### src/rtl/mbox_pkg.sv
package mbox_pkg;

   typedef enum logic [2:0] {
      ST_IDLE  = 3'd0,
      ST_WARG  = 3'd1,
      ST_WMSG  = 3'd2,
      ST_WAIT  = 3'd3,
      ST_POLL  = 3'd4,
      ST_FINAL = 3'd5,
      ST_RARG  = 3'd6
   } mbox_state_t;

endpackage

### src/rtl/mbox_usec_tick.sv
module mbox_usec_tick #(
   parameter int DIV = 100
) (
   input  logic clk,
   input  logic rst_n,
   output logic tick_o
);
   localparam int TW = (DIV > 1) ? $clog2(DIV) : 1;
   localparam logic [TW-1:0] LAST = TW'(DIV - 1);

   generate
      if (DIV < 2) begin : g_bad_div
         $error("mbox_usec_tick: DIV must be at least 2");
      end
   endgenerate

   logic [TW-1:0] cnt_q;

   always_ff @(posedge clk or negedge rst_n) begin
      if (!rst_n) begin
         cnt_q  <= '0;
         tick_o <= 1'b0;
      end else begin
         tick_o <= (cnt_q == LAST);
         if (cnt_q == LAST) cnt_q <= '0;
         else               cnt_q <= cnt_q + 1'b1;
      end
   end

   // a tick never lasts two cycles
   a_r3_tick_gap: assert property (@(posedge clk) disable iff (!rst_n)
      tick_o |=> !tick_o);

endmodule

### src/rtl/mbox_resp_class.sv
module mbox_resp_class #(
   parameter int              RESP_W = 8,
   parameter logic [7:0]      FAIL_A = 8'hFF,
   parameter logic [7:0]      FAIL_B = 8'hFE
) (
   input  logic [RESP_W-1:0] code_i,
   output logic              pending_o,
   output logic              fail_o
);
   generate
      if (RESP_W < 8) begin : g_bad_w
         $error("mbox_resp_class: RESP_W must be at least 8");
      end
   endgenerate

   localparam logic [RESP_W-1:0] FA = RESP_W'(FAIL_A);
   localparam logic [RESP_W-1:0] FB = RESP_W'(FAIL_B);

   always_comb begin
      pending_o = (code_i == '0);
      fail_o    = (code_i == FA) || (code_i == FB);
   end

endmodule

### src/rtl/mbox_handshake.sv
module mbox_handshake
   import mbox_pkg::*;
#(
   parameter int          ID_W      = 16,
   parameter int          MSG_W     = 10,
   parameter int          RESP_W    = 8,
   parameter int          ADDR_W    = 8,
   parameter int          DIV       = 100,
   parameter int          TMO_N     = 100000,
   parameter logic [7:0]  MSG_ADDR  = 8'h10,
   parameter logic [7:0]  ARG_ADDR  = 8'h14,
   parameter logic [7:0]  RESP_ADDR = 8'h18
) (
   input  logic              clk,
   input  logic              rst_n,
   input  logic              start_i,
   input  logic [ID_W-1:0]   msg_id_i,
   input  logic              has_arg_i,
   input  logic [31:0]       arg_i,
   input  logic              query_i,
   output logic              busy_o,
   output logic              done_o,
   output logic              err_o,
   output logic              tmo_o,
   output logic [31:0]       result_o,
   output logic              bus_req_o,
   output logic              bus_we_o,
   output logic [ADDR_W-1:0] bus_addr_o,
   output logic [31:0]       bus_wdata_o,
   input  logic [31:0]       bus_rdata_i,
   input  logic              bus_ack_i
);
   localparam int PC_W = $clog2(TMO_N + 1);
   localparam logic [PC_W-1:0] PC_LIM = PC_W'(TMO_N);
   localparam logic [ID_W-1:0] ID_MASK = ID_W'((64'd1 << MSG_W) - 64'd1);
   localparam logic [ADDR_W-1:0] A_MSG  = ADDR_W'(MSG_ADDR);
   localparam logic [ADDR_W-1:0] A_ARG  = ADDR_W'(ARG_ADDR);
   localparam logic [ADDR_W-1:0] A_RESP = ADDR_W'(RESP_ADDR);

   generate
      if (MSG_W >= ID_W || ID_W > 32) begin : g_bad_id
         $error("mbox_handshake: need MSG_W < ID_W <= 32");
      end
      if (RESP_W > 32 || TMO_N < 1) begin : g_bad_resp
         $error("mbox_handshake: need RESP_W <= 32 and TMO_N >= 1");
      end
   endgenerate

   mbox_state_t      state_q;
   logic [ID_W-1:0]  id_q;
   logic [31:0]      arg_q;
   logic             query_q;
   logic [PC_W-1:0]  poll_q;
   logic             tick;
   logic             code_pending;
   logic             code_fail;
   logic [RESP_W-1:0] code_w;

   assign code_w = bus_rdata_i[RESP_W-1:0];

   mbox_usec_tick #(.DIV(DIV)) u_tick (
      .clk    (clk),
      .rst_n  (rst_n),
      .tick_o (tick)
   );

   mbox_resp_class #(.RESP_W(RESP_W)) u_class (
      .code_i    (code_w),
      .pending_o (code_pending),
      .fail_o    (code_fail)
   );

   // bus drive decoded from state
   always_comb begin
      bus_req_o   = 1'b0;
      bus_we_o    = 1'b0;
      bus_addr_o  = A_RESP;
      bus_wdata_o = '0;
      unique case (state_q)
         ST_WARG: begin
            bus_req_o = 1'b1; bus_we_o = 1'b1;
            bus_addr_o = A_ARG; bus_wdata_o = arg_q;
         end
         ST_WMSG: begin
            bus_req_o = 1'b1; bus_we_o = 1'b1;
            bus_addr_o = A_MSG; bus_wdata_o = 32'(id_q);
         end
         ST_POLL, ST_FINAL: begin
            bus_req_o = 1'b1; bus_addr_o = A_RESP;
         end
         ST_RARG: begin
            bus_req_o = 1'b1; bus_addr_o = A_ARG;
         end
         default: ;
      endcase
   end

   assign busy_o = (state_q != ST_IDLE);

   always_ff @(posedge clk or negedge rst_n) begin
      if (!rst_n) begin
         state_q  <= ST_IDLE;
         id_q     <= '0;
         arg_q    <= '0;
         query_q  <= 1'b0;
         poll_q   <= '0;
         done_o   <= 1'b0;
         err_o    <= 1'b0;
         tmo_o    <= 1'b0;
         result_o <= '0;
      end else begin
         done_o <= 1'b0;
         unique case (state_q)
            ST_IDLE: if (start_i) begin
               id_q    <= msg_id_i & ID_MASK;
               arg_q   <= arg_i;
               query_q <= query_i;
               err_o   <= 1'b0;
               tmo_o   <= 1'b0;
               state_q <= has_arg_i ? ST_WARG : ST_WMSG;
            end
            ST_WARG: if (bus_ack_i) state_q <= ST_WMSG;
            ST_WMSG: if (bus_ack_i) begin
               poll_q  <= '0;
               state_q <= ST_WAIT;
            end
            ST_WAIT: if (tick) state_q <= ST_POLL;
            ST_POLL: if (bus_ack_i) begin
               if (!code_pending) begin
                  state_q <= ST_FINAL;
               end else begin
                  poll_q  <= poll_q + 1'b1;
                  state_q <= (poll_q + 1'b1 == PC_LIM) ? ST_FINAL : ST_WAIT;
               end
            end
            ST_FINAL: if (bus_ack_i) begin
               err_o <= code_fail;
               tmo_o <= code_pending;
               if (query_q && !code_fail) begin
                  state_q <= ST_RARG;
               end else begin
                  result_o <= 32'(code_w);
                  done_o   <= 1'b1;
                  state_q  <= ST_IDLE;
               end
            end
            ST_RARG: if (bus_ack_i) begin
               result_o <= bus_rdata_i;
               done_o   <= 1'b1;
               state_q  <= ST_IDLE;
            end
            default: state_q <= ST_IDLE;
         endcase
      end
   end

   // a pending transfer keeps its address and data until acknowledged
   a_r1_req_hold: assert property (@(posedge clk) disable iff (!rst_n)
      (bus_req_o && !bus_ack_i) |=> (bus_req_o && $stable(bus_addr_o)
                                     && $stable(bus_we_o) && $stable(bus_wdata_o)));
   // done is a single-cycle pulse and coincides with idle
   a_r9_done_pulse: assert property (@(posedge clk) disable iff (!rst_n)
      done_o |=> !done_o);
   a_r9_done_idle: assert property (@(posedge clk) disable iff (!rst_n)
      done_o |-> !busy_o);
   // an idle start makes the block busy on the next cycle
   a_r9_busy_start: assert property (@(posedge clk) disable iff (!rst_n)
      (start_i && !busy_o) |=> busy_o);
   // error and timeout never report together
   a_r7_err_tmo_excl: assert property (@(posedge clk) disable iff (!rst_n)
      done_o |-> !(err_o && tmo_o));
   // the poll counter never passes its budget
   a_r4_poll_bound: assert property (@(posedge clk) disable iff (!rst_n)
      poll_q <= PC_LIM);

endmodule

### config.mk
export PLATFORM = sky130hd
export DESIGN_NAME = mbox_handshake
export DESIGN_NICKNAME = d
export VERILOG_FILES = /design/src/rtl/mbox_pkg.sv /design/src/rtl/mbox_usec_tick.sv /design/src/rtl/mbox_resp_class.sv /design/src/rtl/mbox_handshake.sv
export SDC_FILE = /design/constraint.sdc
export NUM_CORES = 1
export LEC_CHECK = 0
export CORE_ASPECT_RATIO = 1.5
export CORE_MARGIN = 2
export CORE_UTILIZATION = 60
export DETAILED_ROUTE_END_ITERATION = 6
export DONT_BUFFER_PORTS = 1
export PLACE_DENSITY = 0.87
export SLEW_MARGIN = 10
export SYNTH_ARGS = -nofsm -noshare
export SYNTH_HDL_FRONTEND = slang
export SYNTH_SLANG_ARGS = --single-unit
### constraint.sdc
create_clock -name clk -period 4 [get_ports clk]
set_clock_uncertainty 0.2 [all_clocks]
set_input_delay 0.4 -clock clk [delete_from_list [all_inputs] [get_ports clk]]
set_output_delay 0.4 -clock clk [all_outputs]
set_load 0.03 [all_outputs]
Word level (Yosys, flattened, before mapping)
Index checks and enable logic that the tools add are counted.
{"block": "word_totals", "ff_bits": 106, "out_inout_bits": 78, "wordCells": 83}
{"block": "classes", "addsub": 2, "muxes": 34, "eq_ne": 19, "reduce_logical": 17}
{"cell": "32-bit case mux with 2 select lines", "n": 2}
{"cell": "32-bit 2-to-1 mux", "n": 3}
{"cell": "17-bit 2-to-1 mux", "n": 3}
{"cell": "17-bit case mux with 2 select lines", "n": 1}
{"cell": "3-bit 2-to-1 mux", "n": 10}
{"cell": "3-bit case mux with 7 select lines", "n": 1}
{"cell": "17-bit by 1-bit adder with 17-bit output (second input constant)", "n": 1}
{"cell": "17-bit equality test (second input constant)", "n": 1}
{"cell": "8-bit equality test (second input constant)", "n": 2}
{"cell": "2-bit != test (second input constant)", "n": 8}
{"cell": "3-bit equality test (second input constant)", "n": 3}
{"cell": "8-bit zero test", "n": 1}
{"cell": "1-bit 2-to-1 mux", "n": 8}
{"cell": "4-bit case mux with 2 select lines", "n": 1}
{"cell": "4-bit AND reduction", "n": 2}
{"cell": "7-bit by 1-bit adder with 7-bit output (second input constant)", "n": 1}
{"cell": "7-bit equality test (second input constant)", "n": 1}
{"cell": "7-bit 2-to-1 mux", "n": 1}
{"cell": "7-bit AND reduction", "n": 1}
{"cell": "3-bit by 2-bit equality test with 1-bit output (second input constant)", "n": 2}
{"cell": "1-bit case mux with 2 select lines", "n": 3}
{"cell": "2-bit nonzero test", "n": 3}
{"cell": "5-bit OR reduction", "n": 1}
{"cell": "2-bit OR reduction", "n": 2}
{"cell": "other kinds (10)", "n": 10}

Longest topological paths before layout
Gate-level depths: netlist of run 1.
{"block": "logic_depth", "depth_word": 7, "depth_mapped": 8, "depth_no_buf": 6}

By module
Synthesis of run 1 repeated with hierarchy kept, for this count alone.
{"block": "unflattened", "cells_unflattened": 432, "hier_area_um2": 5067.4}
{"module": "mbox_handshake", "seq_area_each_um2": 2452.4, "n_inst": 1, "cells_per_inst": 396, "area_per_inst_um2": 4663.2}
{"module": "mbox_usec_tick", "seq_area_each_um2": 200.2, "n_inst": 1, "cells_per_inst": 30, "area_per_inst_um2": 370.4}
{"module": "mbox_resp_class", "seq_area_each_um2": 0.0, "n_inst": 1, "cells_per_inst": 6, "area_per_inst_um2": 33.8}

Least setup slack after synthesis of run 1
OpenSTA, ideal clock, no wires.
{"block": "synth_path", "path_kind": "reg-to-output", "startpoint": "register state_q[1]", "endpoint": "output port bus_wdata_o[12]", "arrival_time_ps": 1797, "n_path_buf": 3, "setup_slack_ps": 1603, "path_stages_with_launch": 7, "t_required_ps": 3400, "cell_sequence": "dfrtp_1 clkbuf_1 nor2b_1 nor2b_1 clkbuf_1 clkbuf_1 and2_1"}
{"block": "synth_via", "elab_chain_cells": 2, "elab_cells_between_ends": 3, "classes_between": "eq/ne (2); mux (1)"}
{"element": "start, declared", "line_no": "mbox_handshake.sv:49", "text": "mbox_state_t state_q;"}
{"element": "start signal, assigned", "line_no": "mbox_handshake.sv:120", "text": "state_q <= has_arg_i ? ST_WARG : ST_WMSG;"}
{"element": "start signal, assigned", "line_no": "mbox_handshake.sv:133", "text": "state_q <= (poll_q + 1'b1 == PC_LIM) ? ST_FINAL : ST_WAIT;"}
{"element": "3-bit by 2-bit equality test with 1-bit output or 3-bit by 1-bit equality test with 1-bit output (tied branches)", "line_no": "mbox_handshake.sv:79", "text": "unique case (state_q)"}
{"element": "32-bit case mux with 2 select lines *", "line_no": "mbox_handshake.sv:79"}
{"element": "end, declared", "line_no": "mbox_handshake.sv:29", "text": "output logic [31:0] bus_wdata_o,"}
Every way passes the cells marked *; elsewhere a longest branch is shown, timed or not.

Worst setup path after layout of run 1
{"block": "layout_path", "startpoint": "register state_q[0]", "endpoint": "output port bus_wdata_o[5]"}
Same word-level chain as after synthesis.

==> results of run 1 <==
[worst paths after layout]
| check | endpoint | slack (ns) | cells after the start |
|---|---|---|---|
| min in group asynchronous | result_o[4] | 0.45 | 2 |
| worst min register to register | arg_q[20] | 0.30 | 1 |
| worst max-delay path | bus_wdata_o[5] | 1.01 | 4 |
| worst min-delay path | arg_q[14] | 0.0009 | 1 |
| max in group asynchronous | arg_q[31] | 2.76 | 2 |
| worst max register to register | id_q[9] | 1.44 | 3 |
[routing by layer]
metal	track usage [%]	vias up	wire length [um]
met2	47.12	169	6504
met3	9.813	35	1083
li1	-	1680	-
met5	0	-	0
met4	14.62	0	425
met1	30.87	1827	4384
[placed cells by master, fill, tap and decap left out, types with 3 or more instances in the layout]
master,instances
sky130_fd_sc_hd__nand2_1,21
sky130_fd_sc_hd__xnor2_1,3
sky130_fd_sc_hd__clkbuf_16,9
sky130_fd_sc_hd__dfrtp_1,106
sky130_fd_sc_hd__mux2_2,46
sky130_fd_sc_hd__mux2_1,5
sky130_fd_sc_hd__buf_4,5
sky130_fd_sc_hd__xor2_1,4
sky130_fd_sc_hd__mux2i_1,3
sky130_fd_sc_hd__inv_1,5
sky130_fd_sc_hd__and3_1,3
sky130_fd_sc_hd__nor3_1,4
sky130_fd_sc_hd__o31ai_1,8
sky130_fd_sc_hd__and2_1,24
sky130_fd_sc_hd__nor2_1,20
sky130_fd_sc_hd__nand4_1,8
sky130_fd_sc_hd__a22o_1,34
sky130_fd_sc_hd__o21ai_1,5
sky130_fd_sc_hd__o21ai_0,17
sky130_fd_sc_hd__ha_1,3
sky130_fd_sc_hd__nor2b_1,9
sky130_fd_sc_hd__conb_1,6
sky130_fd_sc_hd__a31oi_1,4
sky130_fd_sc_hd__nand3_1,14
sky130_fd_sc_hd__dlygate4sd3_1,67
sky130_fd_sc_hd__a21oi_1,7
[metrics by stage]
stage | instance area (um2) | hold WS [ns] | total power (uW) | utilization [%]
6_report | 5997 | 0.0008721 | 4135 | 74.43
5_1_grt | 5997 | 0.005410 | 4303 | 74.43
4_1_cts | 5967 | 0.0001101 | 4093 | 74.05
3_5_place_dp | 5012 | -0.08911 | 3168 | 62.21
3_3_place_gp | 5012 | -0.08869 | 3109 | 62.21
2_1_floorplan | 5016 | -0.09559 | 2961 | -
[cells by family (layout without fill, tap and decap cells)]
kind of cell,Yosys count,after routing,share of synthesized area (%)
flip-flops,106,106,53.04
buffers and inverters,41,94,3.903
AND/OR/NAND/NOR,124,124,14.19
XOR/XNOR,7,7,1.226
AO/OA/AOI/OAI,98,98,14.66
multiplexers,54,54,12.08
other,2,6,0.1502
adder cells (fa/ha/maj),3,3,0.7506
[power by group through the flow]
stage	combinational (uW)	clock [uW]	sequential [uW]
final	1250	858	2030
after global routing	1330	904	2070
after CTS	1230	861	2010
after detailed placement	1140	0	2020
after global placement	1100	0	2010
after floorplan	1060	0	1900
[worst register-to-register path: cells and delay by family (launching register included)]
family / cells / cell delay, ns
simple gates: 2 / 1.22
flops: 1 / 0.57
mux: 1 / 0.47
[sequential cells by signal, indices dropped and copies added (netlist names), 3 cells and up]
register and cells:
arg_q 32, id_q 10, poll_q 17, result_o 32, state_q 3, u_tick.cnt_q 7
[cell type report]
cell class	instances	area, um2	share of cell area (%)
sequential	106	2653	44.23
multi-input combinational	292	2172	36.22
timing repair buffer	73	735.7	12.27
clock buffer	9	225.2	3.755
tap	105	131.4	2.191
clock inverter	7	61.31	1.022
inverter	5	18.77	0.3130
[what timing repair did]
item / in CTS / in global routing
hold buffers: 65 / 3
endpoints found under the hold margin: 169 / 3
setup endpoints to repair: 0 / 0
==> results.json, run 1 <==
{
  "detail-route-antenna-nets": 0,
  "seq_power_share_pct": 49.1,
  "die_area_um2": 9097,
  "count_of_flip_flops_with_a_built_in_enable_after_synthesis": 0,
  "netSwitchingFraction_pct": 41.82,
  "initial_standard_cell_utilization_of_the_core_pct": 62.07,
  "place.detailed.hpwl_um": 7246,
  "port_buffers": 0,
  "drive_gt1_share_pct": 16.26,
  "pwr-share-comb_pct": 30.2,
  "sequential_to_total_area_share_from_yosys_stat_pct": 53.04,
  "avgRoutedWirePerCell_um": 20.77,
  "place_worst_setup_slack_ns": 1.398,
  "min_period_ns": 2.987,
  "unrepaired_setup_endpoints_after_global_routing": "no",
  "place_inst": 513,
  "grt_max_degree": 107,
  "power.ir.vdd_worst_mv": 0.5857,
  "synthesis.instances": 435,
  "holdCritStartpoint": "arg_i[14]",
  "yosys.area.top_type_share_pct": 53.04,
  "total_leakage_power_uw": 0.002566,
  "htreeDepth": 3,
  "power_density_nw_per_um2": 689.4,
  "vias": 3711,
  "placementRows": 40,
  "power.net_switching_uw": 1729,
  "antenna_found_initial": 0,
  "async_flop_share_pct": 100.0,
  "ctsLongestPathBuffers": 2,
  "die_h_um": 115.8,
  "clk_root_buffer_cell": "sky130_fd_sc_hd__clkbuf_16",
  "synthTopCellsByArea": "sky130_fd_sc_hd__dfrtp_1 53%, sky130_fd_sc_hd__mux2_2 10%, sky130_fd_sc_hd__a22o_1 6.0%",
  "critical_path.max_fanout": 35,
  "gpl.final_weighted_congestion": 0.8358,
  "finalSetupTns_ns": 0,
  "drc_markers": 0,
  "timing.final.setup_violations": 0,
  "clkSinkCount": 106,
  "share_clk_of_total_power_pct": 20.8,
  "holdCritPathClass": "input pin to flop",
  "floorplan.core_area_um2": 8058,
  "yosys_register_bits": 106,
  "timing.final.crit_share_pct": 74.67,
  "final-max-slew-violation-count": 0,
  "run_status": "completed",
  "timing.critical_path.from": "state_q[0]",
  "fmaxAchievable_ghz": 0.3348,
  "criticalPathCategory": "flop to output port",
  "synth_top_flop_cell": "sky130_fd_sc_hd__dfrtp_1",
  "synth_top_area_cell": "sky130_fd_sc_hd__dfrtp_1",
  "critical_path.n_buffers_inverters": 1,
  "grt_pass1_wl_um": 19430,
  "postCtsSetupRepairBufs": 0,
  "cpLargestDelayFamily": "flip-flops",
  "grt_overflow": 0,
  "detail_route.first_pass.iterations": 4,
  "final_layout_net_count": 576,
  "yosys-top-cells-count": "106 x sky130_fd_sc_hd__dfrtp_1, 46 x sky130_fd_sc_hd__mux2_2, 34 x sky130_fd_sc_hd__a22o_1, 25 x sky130_fd_sc_hd__and2_1, 21 x sky130_fd_sc_hd__nand2_1",
  "routed_via_density": 6.216,
  "worstSetupStartpointType": "flop",
  "worstSetupEndpointType": "output port",
  "design.portCount": 164,
  "final_worst_path_setup_slack_ns": 1.013,
  "max_cap_violations": 0,
  "synth_most_common_cell": "sky130_fd_sc_hd__dfrtp_1",
  "cpMaxStageDelayCell": "sky130_fd_sc_hd__dfrtp_1",
  "worst_pin_slew_ns": 1.014,
  "numCtsBuffers": 9,
  "r2r_start": "state_q[0]",
  "ys_warn_count": 0,
  "ordered_cell_list_for_the_critical_path": "nor2b_1 > nor2b_2 > buf_4 > a22o_1",
  "syn_avg_cell_area_um2": 11.50,
  "relSlewSlack_pct": 32.37,
  "vias_in_the_first_global_route": 3871,
  "worstSkewPairLatency_ns": 0.35,
  "clk_transition_reported_paths_ns": 0.07,
  "cell_internal_pwr_uw": 2406,
  "fillerInstances": 480,
  "die_x_um": 78.55,
  "grt_util_all_layers_pct": 27.86,
  "final-instance-count-excl-fill": 597,
  "timing.critical_path.required_ns": 3.40,
  "worst_ep_arrival_time_ns": 2.39,
  "yosysUniqueCellTypes": 59,
  "insertedDiodeCount": 0,
  "critPathMaxStageDelay_ns": 0.66,
  "tritoncts_clock_tree": "done",
  "combined_area_of_all_synthesized_cells_um2": 5001,
  "number_of_drc_violations_after_detailed_routing_iteration_0": 268,
  "final-hold-violation-count": 0,
  "cts_resized": 0,
  "area.growth.synth_to_final_pct": 19.91,
  "postRouteWirelength_um": 12400
}
(Power assumes the default switching activity.)
==> run 2: changes to the inputs <==
clock period = 3.1 ns   (was 4 ns; I/O delays follow)
==> results.json, run 2 (synthesis results as in run 1) <==
{
  "area.growth.synth_to_final_pct": 22.12,
  "most-common-layout-cells": "106 x sky130_fd_sc_hd__dfrtp_1, 76 x sky130_fd_sc_hd__dlygate4sd3_1, 46 x sky130_fd_sc_hd__mux2_2",
  "place.detailed.hpwl_um": 7127,
  "dr.max_layer_used": "met4",
  "worst_case_register_to_register_setup_slack_ns": 0.70,
  "grt_max_degree": 107,
  "worstSetupStartpointType": "flop",
  "timing.reg2reg.worst_path_depth": 6,
  "critical_path.max_fanout": 35,
  "die_x_um": 78.55,
  "final_core_util_pct": 75.79,
  "numCtsBuffers": 9,
  "fillerInstances": 468,
  "hold-path-cell-count": 2,
  "tritoncts_clock_tree": "done",
  "routed_via_density": 6.242,
  "violations": "design-rule violations",
  "run_status": "finished with violations",
  "met3WireLength_um": 948,
  "final-hold-violation-count": 0,
  "criticalPathCategory": "flop to output port",
  "max_cap_violations": 0,
  "clk_root_buffer_cell": "sky130_fd_sc_hd__clkbuf_16",
  "grt_overflow": 0,
  "port_buffers": 0,
  "initial_standard_cell_utilization_of_the_core_pct": 62.07,
  "worst_pin_slew_ns": 0.7226,
  "unrepaired_setup_endpoints_after_global_routing": "no",
  "fmaxAchievable_ghz": 0.3445,
  "wl_met1_um": 4721,
  "die_h_um": 115.8,
  "placementRows": 40,
  "cts-hold-fix-buffers": 77,
  "postCtsSetupRepairBufs": 0,
  "total_leakage_power_uw": 0.002601,
  "relSlewSlack_pct": 51.97,
  "detail-route-antenna-nets": 0,
  "timing.critical_path.required_ns": 2.59,
  "design.portCount": 164,
  "place_worst_setup_slack_ns": 0.6060,
  "worstSetupEndpointType": "output port",
  "timing.final.setup_violations": 0,
  "antenna_found_initial": 0,
  "drive_gt1_share_pct": 16.10,
  "postRouteWirelength_um": 12490,
  "detail_route.first_pass.iterations": 7,
  "power.ir.vdd_worst_mv": 0.7172,
  "drc_markers": 3,
  "postLayoutCellArea_um2": 6107,
  "clkSinkCount": 106,
  "timing.final.crit_share_pct": 93.65,
  "clk_transition_reported_paths_ns": 0.07,
  "worst_ep_arrival_time_ns": 2.39,
  "holdCritPathClass": "input pin to flop",
  "vias": 3795,
  "worstHoldEndpoint": "err_o",
  "detailroute.wirelength.met2_um": 6472,
  "insertedDiodeCount": 0,
  "power_density_nw_per_um2": 874.8,
  "final_common_cell": "sky130_fd_sc_hd__dfrtp_1",
  "r2r_start": "poll_q[0]",
  "finalSetupTns_ns": 0,
  "worstSkewPairLatency_ns": 0.35,
  "gpl.final_weighted_congestion": 0.8477,
  "grt_pass1_wl_um": 19000,
  "vias_in_the_first_global_route": 3694,
  "number_of_drc_violations_after_detailed_routing_iteration_0": 331,
  "avgRoutedWirePerCell_um": 20.54,
  "place_area_um2": 5040,
  "final_layout_net_count": 587,
  "ctsLongestPathBuffers": 2,
  "cts_resized": 0,
  "reg_top3": "arg_q (32), result_o (32), poll_q (17)",
  "die_area_um2": 9097,
  "holdCritStartpoint": "bus_rdata_i[1]",
  "final_worst_path_setup_slack_ns": 0.1970,
  "final-max-slew-violation-count": 0,
  "htreeDepth": 3,
  "min_period_ns": 2.903,
  "floorplan.core_area_um2": 8058,
  "grt_util_all_layers_pct": 27.40,
  "worstReg2RegEnd": "state_q[1]"
}
==> run 2: per-stage QoR <==
stage | total power, uW | hold slack, ns | instances
2_1_floorplan | 3821 | -0.1856 | 439
4_1_cts | 5283 | 0.01087 | 608
3_3_place_gp | 4029 | -0.1813 | 515
3_5_place_dp | 4100 | -0.1786 | 515
6_report | 5342 | 0.01202 | 608
5_1_grt | 5562 | 0.01714 | 608
==> run 2: cell type report <==
| type | instances | area (um2) | share of cell area (%) |
|---|---|---|---|
| clock buffers | 10 | 229.0 | 3.749 |
| clock inverters | 6 | 50.05 | 0.8195 |
| inverters | 5 | 18.77 | 0.3073 |
| multi-input cells | 292 | 2172 | 35.57 |
| flip-flops and latches | 106 | 2653 | 43.43 |
| well taps | 105 | 131.4 | 2.151 |
| repair buffers | 84 | 853.3 | 13.97 |
==> run 2: worst max-delay path, stage by stage (launching register included) <==
cell and delay, ns:
sky130_fd_sc_hd__dfrtp_1 0.67, sky130_fd_sc_hd__nor2b_1 0.43, sky130_fd_sc_hd__nor2b_2 0.22, sky130_fd_sc_hd__buf_4 0.31
sky130_fd_sc_hd__a22o_1 0.40
==> run 2: report_power, final <==
| part | switching, uW | leakage, uW | internal [uW] | total, uW |
|---|---|---|---|---|
| clock | 523 | 0.000123 | 553 | 1080 |
| sequential | 765 | 0.00133 | 1870 | 2630 |
| combinational | 938 | 0.00115 | 696 | 1630 |
==> run 2: layer usage <==
layer,vias up,GRT usage (%)
met3,32,8.333
met4,0,9.708
met1,1870,33.25
met2,191,46.50
met5,-,0
li1,1702,-
==> run 2: how the worst max path moves through the flow <==
stage                from  cells past startpoint         endpoint
2_1_floorplan  state_q[1]                      6  bus_wdata_o[12]
3_3_place_gp   state_q[0]                      4   bus_wdata_o[5]
3_5_place_dp   state_q[0]                      4   bus_wdata_o[5]
4_1_cts        state_q[0]                      4   bus_wdata_o[5]
5_1_grt        state_q[0]                      4   bus_wdata_o[9]
6_report       state_q[0]                      4   bus_wdata_o[7]
==> run 3: changes to the inputs <==
HOLD_SLACK_MARGIN = 0.12   (was default)
==> results.json, run 3 (synthesis results as in run 1) <==
{
  "run_status": "completed",
  "ordered_cell_list_for_the_critical_path": "nor2b_1 > nor2b_2 > buf_4 > a22o_1",
  "relSlewSlack_pct": 52.37,
  "cts_resized": 0,
  "cts-hold-fix-buffers": 79,
  "worstSetupEndpointType": "output port",
  "die_h_um": 115.8,
  "placementRows": 40,
  "place_inst": 515,
  "detail_route.first_pass.iterations": 5,
  "avgRoutedWirePerCell_um": 20.47,
  "number_of_drc_violations_after_detailed_routing_iteration_0": 388,
  "gpl.final_weighted_congestion": 0.8477,
  "antenna_found_initial": 0,
  "clkSinkCount": 106,
  "timing.critical_path.from": "state_q[0]",
  "postCtsSetupRepairBufs": 0,
  "tritoncts_clock_tree": "done",
  "fmaxAchievable_ghz": 0.3448,
  "clk_root_buffer_cell": "sky130_fd_sc_hd__clkbuf_16",
  "design.portCount": 164,
  "post-layout-total-power_uw": 5349,
  "grt_pass1_wl_um": 19120,
  "cpMaxStageDelayCell": "sky130_fd_sc_hd__dfrtp_1",
  "critical_path.max_fanout": 35,
  "postRouteWirelength_um": 12490,
  "holdCritPathClass": "input pin to flop",
  "critical_path.n_buffers_inverters": 1,
  "timing.final.crit_share_pct": 93.56,
  "reg_top3": "arg_q (32), result_o (32), poll_q (17)",
  "final_layout_net_count": 589,
  "worst_pin_slew_ns": 0.7167,
  "multi_input_comb_area_um2": 2172,
  "drive_gt1_share_pct": 16.04,
  "final-hold-violation-count": 0,
  "cpLargestDelayFamily": "flip-flops",
  "detail-route-antenna-nets": 0,
  "place_area_um2": 5040,
  "die_area_um2": 9097,
  "power.ir.vdd_worst_mv": 0.7292,
  "total_leakage_power_uw": 0.002609,
  "critPathMaxStageDelay_ns": 0.67,
  "initial_standard_cell_utilization_of_the_core_pct": 62.07,
  "worstSetupStartpointType": "flop",
  "fillerInstances": 461,
  "grt_max_degree": 107,
  "drc_markers": 0,
  "holdCritStartpoint": "start_i",
  "max_cap_violations": 0,
  "timing.final.setup_violations": 0,
  "area.growth.synth_to_final_pct": 22.52,
  "grt_util_all_layers_pct": 27.41,
  "vias": 3820,
  "floorplan.core_area_um2": 8058,
  "finalSetupTns_ns": 0,
  "ff_latch_area_um2": 2653,
  "clk_transition_reported_paths_ns": 0.07,
  "final_common_cell": "sky130_fd_sc_hd__dfrtp_1",
  "htreeDepth": 3,
  "insertedDiodeCount": 0,
  "grt_overflow": 0,
  "unrepaired_setup_endpoints_after_global_routing": "no",
  "ctsLongestPathBuffers": 2,
  "criticalPathCategory": "flop to output port",
  "postLayoutCellArea_um2": 6127,
  "timing.critical_path.required_ns": 2.59,
  "place.detailed.hpwl_um": 7127,
  "power_density_nw_per_um2": 873.1,
  "worstSkewPairLatency_ns": 0.35,
  "port_buffers": 0,
  "die_x_um": 78.55,
  "vias_in_the_first_global_route": 3709,
  "numCtsBuffers": 9,
  "worst_ep_arrival_time_ns": 2.39,
  "min_period_ns": 2.900,
  "routed_via_density": 6.262,
  "final-instance-count-excl-fill": 610,
  "final-max-slew-violation-count": 0,
  "most-common-layout-cells": "106 x sky130_fd_sc_hd__dfrtp_1, 78 x sky130_fd_sc_hd__dlygate4sd3_1, 46 x sky130_fd_sc_hd__mux2_2",
  "r2r_start": "poll_q[0]"
}
-- run 3: worst paths after layout --
path                              endpoint  slack [ns]  cells past startpoint
hold / removal                  state_q[0]        0.22                      3
max in group asynchronous     result_o[29]        1.91                      2
hold reg to reg                  arg_q[17]        0.30                      1
setup reg to reg                state_q[1]        0.60                      6
setup / recovery            bus_wdata_o[5]        0.20                      4
min in group asynchronous  u_tick.cnt_q[3]        0.30                      2
-- run 3: worst min-delay path, stage by stage --
cell	delay, ns
sky130_fd_sc_hd__o311ai_0	0.16
sky130_fd_sc_hd__nand2_1	0.16
sky130_fd_sc_hd__mux2i_1	0.09
-- run 3: per-layer routing --
metal	up-vias	GRT usage [%]	share of wire (%)
met3	27	8.022	7.2
met1	1896	34.23	39
met5	-	0	0
met4	0	9.123	1.9
met2	192	45.98	52
li1	1705	-	-
-- run 3: area by class of cell --
cell class | instances | share of cell area (%)
Sequential cell | 106 | 43.29
Multi-Input combinational cell | 292 | 35.45
Inverter | 5 | 0.3063
Timing Repair Buffer | 86 | 14.25
Clock buffer | 10 | 3.737
Tap cell | 105 | 2.144
Clock inverter | 6 | 0.8168
-- run 3: where the power goes --
| part | switching [uW] | internal (uW) | total [uW] | leakage [uW] |
|---|---|---|---|---|
| logic | 945 | 697 | 1640 | 0.00116 |
| registers | 763 | 1870 | 2630 | 0.00133 |
| clock network | 524 | 554 | 1080 | 0.000123 |
| total | 2230 | 3120 | 5350 | 0.00261 |
-- run 3: per-stage QoR --
step,hold slack [ns],util (%),setup slack [ns]
after global placement,-0.1813,62.55,0.6877
after detailed placement,-0.1786,62.55,0.6060
after global routing,0.2338,76.04,0.05739
final,0.2171,76.04,0.1997
after CTS,0.2139,76.04,0.2279
after floorplan,-0.1856,-,0.7933
